### src/rtl/collision_latch_bank.sv
module collision_latch_bank #(
  parameter int ADDR_W = 6,
  parameter logic [ADDR_W-1:0] CLEAR_ADDR = 'h2C
) (
  input  logic              clk,
  input  logic              rst_n,
  input  logic              pix_valid,
  input  logic              p0_on,
  input  logic              p1_on,
  input  logic              m0_on,
  input  logic              m1_on,
  input  logic              bl_on,
  input  logic              pf_on,
  input  logic              wr_en,
  input  logic [ADDR_W-1:0] wr_addr,
  input  logic [2:0]        rd_addr,
  output logic [7:0]        rd_data
);
  localparam int NFLAG = 16;

  logic [NFLAG-1:0] hit;
  logic [NFLAG-1:0] lat;
  logic             clr;

  assign clr = wr_en && (wr_addr == CLEAR_ADDR);

  // slot 2k+1 -> bit 7 of address k, slot 2k -> bit 6
  assign hit[1]  = m0_on & p1_on;
  assign hit[0]  = m0_on & p0_on;
  assign hit[3]  = m1_on & p0_on;
  assign hit[2]  = m1_on & p1_on;
  assign hit[5]  = p0_on & pf_on;
  assign hit[4]  = p0_on & bl_on;
  assign hit[7]  = p1_on & pf_on;
  assign hit[6]  = p1_on & bl_on;
  assign hit[9]  = m0_on & pf_on;
  assign hit[8]  = m0_on & bl_on;
  assign hit[11] = m1_on & pf_on;
  assign hit[10] = m1_on & bl_on;
  assign hit[13] = bl_on & pf_on;
  assign hit[12] = 1'b0;
  assign hit[15] = p0_on & p1_on;
  assign hit[14] = m0_on & m1_on;

  always_ff @(posedge clk or negedge rst_n) begin
    if (!rst_n)         lat <= '0;
    else if (clr)       lat <= '0;
    else if (pix_valid) lat <= lat | hit;
  end

  always_ff @(posedge clk or negedge rst_n) begin
    if (!rst_n) rd_data <= '0;
    else        rd_data <= {lat[{rd_addr, 1'b1}], lat[{rd_addr, 1'b0}], 6'b0};
  end
endmodule

### config.mk
export PLATFORM = sky130hd
export DESIGN_NAME = collision_latch_bank
export DESIGN_NICKNAME = d
export VERILOG_FILES = /design/src/rtl/collision_latch_bank.sv
export SDC_FILE = /design/constraint.sdc
export NUM_CORES = 1
export LEC_CHECK = 0
export CAP_MARGIN = 20
export CELL_PAD_IN_SITES_DETAIL_PLACEMENT = 0
export CELL_PAD_IN_SITES_GLOBAL_PLACEMENT = 1
export CORE_UTILIZATION = 45
export DETAILED_ROUTE_END_ITERATION = 8
export DONT_BUFFER_PORTS = 1
export PLACE_DENSITY = 0.85
export SLEW_MARGIN = 20
export SYNTH_ARGS = -nofsm -noshare
export SYNTH_HDL_FRONTEND = slang
export SYNTH_SLANG_ARGS = --single-unit
### constraint.sdc
create_clock -name clk -period 1.7 [get_ports clk]
set_input_delay 0.255 -clock clk [delete_from_list [all_inputs] [get_ports clk]]
set_output_delay 0.255 -clock clk [all_outputs]
set_load 0.01 [all_outputs]
Yosys cells after proc, flatten, opt, wreduce, memory -nomap -nowiden --
Index checks and enable logic that the tools add are counted.
Word-level totals: register bits after elaboration 18, bits of input ports 19, output and inout port bits 8, word-level logic and storage cells 29
Operators by class: magnitude comparators 2, eq/ne operators 1, muxes and demuxes 6, bitwise operators 16, reductions and logical operators 2
Operator list (count):
- $mux W16 | 2
- $or A16 B16 Y16 | 1
- $and A1 B1 Y1 | 15
- $lt A4 B5 Y1 const B | 2
- $bmux W1 S3 | 2
- $eq A6 B6 Y1 const B | 1
- $mux W1 | 2
- $reduce_bool A2 Y1 | 1
- $logic_and A1 B1 Y1 | 1

Logic depth before layout (Yosys ltp) --
Gate-level depths: netlist of the first run.
depth in word-level cells 4, gate-level depth with buffers 4, gate-level depth less buffers 3

Worst setup path after synthesis of the first run --
Ideal clock, no wire load.
path type register to register, from register lat[7], to register rd_data[7], data arrival time 1081 ps, path slack 495 ps, cell stages (with the launch flop) 3, path buffers 0, cell sequence dfrtp_1 mux4_1 mux2_2
Between the ends: cells in the longest elaborated chain, start to end 2
Ends and longest elaborated chain:
- start: declaration | line 22 | logic [NFLAG-1:0] lat;
- start signal: assignment | line 48 | else if (pix_valid) lat <= lat | hit;
- $bmux W1 S3 | line 53 | else rd_data <= {lat[{rd_addr, 1'b1}], lat[{rd_addr, 1'b0}], 6'b0};
- $mux W1 (implied by the code) | line 53
- end signal: assignment | line 53
- end: declaration | line 17 | output logic [7:0] rd_data
Every way passes these cells. The select of a mux whose other input is x is not followed. A chain may end at the register's enable or synchronous reset.

Final worst setup path of the first run --
from register lat[4], to register rd_data[6]
Same word-level chain as after synthesis.

==> run summary, run 1 <==
Status: finished with violations
Violated checks: DRC
Max-cap violations: 0
First-pass GRT wire length: 2280 µm
Post-DP HPWL: 1060 µm
Type of origin of the critical path: flop
Final Hold Fails: 0
Post-Synth Simple-Gate Area: 12.5%
Slew Limit Fails: 0
Core area: 1580 µm²
Avg Inst Size Synth: 11.8 µm²
Cell taking the most area after synthesis: dfrtp_1
WL/cell: 17.5 µm
Fin area: 820 µm²
Mapped Area: 793 µm²
Worst Setup End Kind: flop
Clock sinks: 17
Crit path DAT: 1.45 ns
Critical Path Max Stage Delay: 0.49 ns
Yosys warns: 0
First-pass detailed-route iteration total: 8
Ant diodes: 0
Final Net Count: 90
Post-synthesis mux area share: 14.2%
Rows: 14
Setup TNS: 0 ns
Fin util: 52.0%
Overall Global Routing Usage: 17.1%
Worst-Margin Slew: 0.759 ns
# setup viols final: 0
Post-synthesis adder-cell area fraction: 0%
TritonCTS Buffers: 3
Clock Skews: 0.00213 ns
Max IR drop VDD: 0.357 mV
DRC Markers: 2
Die H: 44.0 µm
Chip width: 44.0 µm
Vias/cell: 6.17
WS Path Type: reg -> reg
Largest net degree at the start of global routing: 18
Vias: 531
Register area share after synthesis: 53.6%
Worst skew pair latency: 0.29 ns
Root Driver: clkbuf_4
Area delta synth->final: 3.31%
Post-synthesis compound-gate area fraction: 12.1%
Congestion Overflow GR: 0
Buf+Inv Stages, Crit Path: 0
Post-CTS Repair Setup Buffers: 0
FILL cells: 140
Pleak: 0.288 nW
Layout Cells excl Fill: 86
Crit Path Max Fanout: 2
H-tree lvl count: 1
Max Fclk: 785 MHz
Clk slew on worst S/H paths: 0.09 ns
Cells after synthesis: 67
XOR/XNOR Fraction of Synth Area: 0%
Synth top area cells: dfrtp_1, mux4_1, a31oi_1
Most frequent cells in the layout: dfrtp_1, nor2_1, a31oi_1
1st-iter DRT viols: 21
WP data required: 1.88 ns
Min Hold Slack: 0.117 ns
Power Density: 880 nW/µm²
Clock buffer depth: 2
RSZ-0062 raised after global routing: false
Worst min path class: in -> reg
CTS tree: yes
Initial Util: 50.3%
Post-layout min period: 1.27 ns
Unique masters post-synth: 13
Die Area: 1930 µm²
Commonest non-fill, non-tap cell in the layout: dfrtp_1
Inst Count DP: 81
Critical path cell sequence: mux4_1 > mux2_2
CP max-delay cell: mux4_1
Final Cycle Share: 74.9%
Post-Place Cell Area: 783 µm²
Routed WL: 1510 µm
PortBufs: 0
Area share of the largest cell type after synthesis: 53.6%
Main combinational cell family by area after synthesis: multiplexers
Max_slew headroom: 49.3%
Vias in the first global route: 546
Routability congestion estimate: 0.736
Crit path max-delay family: multiplexers
Flops & latches, synth: 17
Antenna viol nets, final: 0
IO Pins: 27
Fraction of layout cells with a size suffix above 1: 11.4%
Initial antenna violation count: 0
synth_stat cells (all sizes together):
library cell  instances
a22o                  1
mux4                  3
nor4b                 1
buf                   7
conb                  1
nor2                 16
mux2                  3
a31oi                10
dfrtp                17
a21oi                 5
and2                  1
clkbuf                1
nand4b                1
power breakdown:
group	switching [mW]	total, mW	internal (mW)
Combinational	0.0307	0.0619	0.0312
Sequential	0.0152	0.446	0.431
Clock	0.122	0.213	0.0912
Total	0.168	0.721	0.553
stage by stage:
stage	setup WS [ns]	total power, mW
after floorplan	0.495	0.510
after global placement	0.473	0.504
after detailed placement	0.441	0.508
after CTS	0.423	0.727
after global routing	0.402	0.755
final	0.427	0.721
registers in the layout, summed over array words and instances (netlist names):
name     cells
rd_data      2
lat         15
cell families after synthesis:
group / after synthesis
compound gates: 16
buf+inv: 8
flops: 17
mux: 6
other cells: 1
simple gates: 19
path summary, 6_finish.rpt:
kind / from / endpoint / slack, ns / cells after the start
hold / removal: pf_on / lat[13]$_DFFE_PN0P_ / 0.12 / 2
setup / recovery: lat[4]$_DFFE_PN0P_ / rd_data[6]$_DFF_PN0_ / 0.43 / 2
min in group asynchronous: rst_n / lat[10]$_DFFE_PN0P_ / 0.47 / 1
max in group asynchronous: rst_n / lat[15]$_DFFE_PN0P_ / 0.76 / 1
setup reg to reg: lat[4]$_DFFE_PN0P_ / rd_data[6]$_DFF_PN0_ / 0.43 / 2
hold reg to reg: lat[2]$_DFFE_PN0P_ / lat[2]$_DFFE_PN0P_ / 0.49 / 2
layout make-up:
class / count / area (µm²) / share of cell area (%)
Sequential cell: 17 / 425 / 51.9
Multi-Input combinational cell: 47 / 330 / 40.3
Clock buffer: 4 / 26.3 / 3.21
Tap cell: 16 / 20.0 / 2.44
Timing Repair Buffer: 2 / 17.5 / 2.14
layer usage:
metal  vias up  routed length [µm]  global-route usage (%)
li1        240                   -                       -
met1       257                 586                    20.2
met2        30                 741                    28.1
met3         4                 151                    4.58
met4         0                  28                    9.70
met5         -                   0                       0
worst register-to-register path: stages (launching register included):
cell     delay, ns
dfrtp_1       0.41
mux4_1        0.49
mux2_2        0.27
timing repair:
action	4_1_cts	5_1_grt
hold buffers	1	0
endpoints found under the hold margin	17	0
gates resized for setup	0	0
setup endpoints to repair	0	0
Power figures use the tool's default switching activity.
==> run 2: changes to the inputs <==
==> constraint.sdc (replaced) <==
create_clock -name clk -period 1.25 [get_ports clk]
set_input_delay 0.1875 -clock clk [delete_from_list [all_inputs] [get_ports clk]]
set_output_delay 0.1875 -clock clk [all_outputs]
set_load 0.01 [all_outputs]
==> run 2 against run 1 <==
  * The run still ends with DRC left
  * Global-route usage fell by 0.53 points
  * Largest cell class unchanged
  * Wire length fell by 4.4%
  * Count of clock-buffer cells in the layout did not move
  * Non-clock buffer count did not move
==> run summary, run 2 (synthesized netlist as in run 1, its figures left out) <==
Vias/cell: 6.28
Max reg flops: 15
Max IR drop VDD: 0.544 mV
Power Density: 1190 nW/µm²
Worst min path class: in -> reg
Critical Path Max Stage Delay: 0.46 ns
Type of origin of the critical path: flop
WS Path Type: reg -> reg
Clock network power share: 29.1%
WP data required: 1.42 ns
Sw frac: 22.9%
Fin util: 52.1%
Max-cap violations: 0
FILL cells: 147
DRC Markers: 2
Max Fclk: 815 MHz
Critical path cell sequence: mux4_2 > mux2_2
Clock buffer depth: 2
Post-layout min period: 1.23 ns
Chip width: 44.0 µm
Inst Count DP: 81
Crit path max-delay family: multiplexers
Final Net Count: 90
Core area: 1580 µm²
Routed WL: 1440 µm
Register share of total power: 62.2%
Crit Path Max Fanout: 2
CTS tree: yes
Congestion Overflow GR: 0
Initial antenna violation count: 0
Status: finished with violations
RSZ-0062 raised after global routing: true
Buf+Inv Stages, Crit Path: 0
Pleak: 0.288 nW
Commonest non-fill, non-tap cell in the layout: dfrtp_1
Die H: 44.0 µm
Min Hold Slack: 0.0514 ns
Layout Cells excl Fill: 86
Clk slew on worst S/H paths: 0.09 ns
TritonCTS Buffers: 3
# setup viols final: 0
Die Area: 1930 µm²
IO Pins: 27
Worst-Margin Slew: 0.751 ns
Final Hold Fails: 0
Final Cycle Share: 98.2%
H-tree lvl count: 1
Area delta synth->final: 3.47%
1st-iter DRT viols: 30
Violated checks: DRC
First-pass detailed-route iteration total: 8
Routability congestion estimate: 0.737
Register bank with the most flops: lat
Worst Setup End Kind: flop
Rows: 14
Post-DP HPWL: 1000 µm
Internal Pwr Total: 0.754 mW
Ant diodes: 0
Initial Util: 50.3%
Total power: 0.977 mW
Clock sinks: 17
Vias: 540
Largest net degree at the start of global routing: 18
Vias in the first global route: 494
First-pass GRT wire length: 2250 µm
Crit path DAT: 1.40 ns
Max_slew headroom: 49.8%
Top Registers: lat: 15 flops, rd_data: 2 flops
Slew Limit Fails: 0
Comb pwr share: 8.7%
CP max-delay cell: mux4_2
NetSw: 0.224 mW
Antenna viol nets, final: 0
Fraction of layout cells with a size suffix above 1: 15.7%
PortBufs: 0
Clock Skews: 0.00147 ns
WL/cell: 16.8 µm
Overall Global Routing Usage: 16.6%
Most frequent cells in the layout: dfrtp_1, nor2_1, a31oi_1
Worst skew pair latency: 0.28 ns
Root Driver: clkbuf_4
## run 2: cell types whose count changed in the layout (fill, tap and decap cells not counted)
cell	change
buf_12	+1
buf_4	-1
mux4_1	-3
mux4_2	+3
## run 2: metrics by stage
stage / TNS, ns / area, µm² / setup WS, ns
floorplan: 0 / 812 / 0.0447
CTS: 0 / 825 / 0.00170
global placement: 0 / 796 / 0.0235
detailed placement: 0 / 796 / 0.00736
global route: -0.00689 / 821 / -0.00685
finish: 0 / 821 / 0.0223
## run 2: area by class of cell
class	instances	area (µm²)	share of cell area, %
Timing Repair Buffer	2	30.0	3.66
Clock buffer	4	26.3	3.20
Tap cell	16	20.0	2.44
Sequential cell	17	425	51.8
Multi-Input combinational cell	47	319	38.9
## run 2: repair_timing
action | in CTS | in global routing
resized for setup | 2 | 1
endpoints found under the setup margin | 2 | 2
hold buffers | 1 | 0
buffers inserted | 0 | 0
endpoints found under the hold margin | 17 | 0
## run 2: routing by layer
layer  part of all wire, %  up-vias  GRT usage [%]
li1                      -      236              -
met1                    42      266           23.0
met3                    13        2           4.58
met2                    44       36           23.6
met4                   1.0        0           9.09
met5                     0        -              0
## run 2: path summary, 6_finish.rpt
path	start	to	slack, ns	cells past startpoint
max in group asynchronous	rst_n	lat[7]$_DFFE_PN0P_	0.37	1
min in group asynchronous	rst_n	lat[8]$_DFFE_PN0P_	0.41	1
worst min-delay path	m0_on	lat[8]$_DFFE_PN0P_	0.05	2
worst max-delay path	lat[15]$_DFFE_PN0P_	rd_data[7]$_DFF_PN0_	0.02	2
worst max register to register	lat[15]$_DFFE_PN0P_	rd_data[7]$_DFF_PN0_	0.02	2
worst min register to register	lat[14]$_DFFE_PN0P_	lat[14]$_DFFE_PN0P_	0.50	2
## run 2: power by group through the flow
| stage | Combinational [mW] | Sequential (mW) | Clock (mW) |
|---|---|---|---|
| final | 0.0846 | 0.608 | 0.285 |
| after detailed placement | 0.0713 | 0.618 | 0 |
| after global placement | 0.0691 | 0.617 | 0 |
| after global routing | 0.0951 | 0.613 | 0.335 |
| after CTS | 0.0853 | 0.608 | 0.297 |
| after floorplan | 0.0819 | 0.612 | 0 |
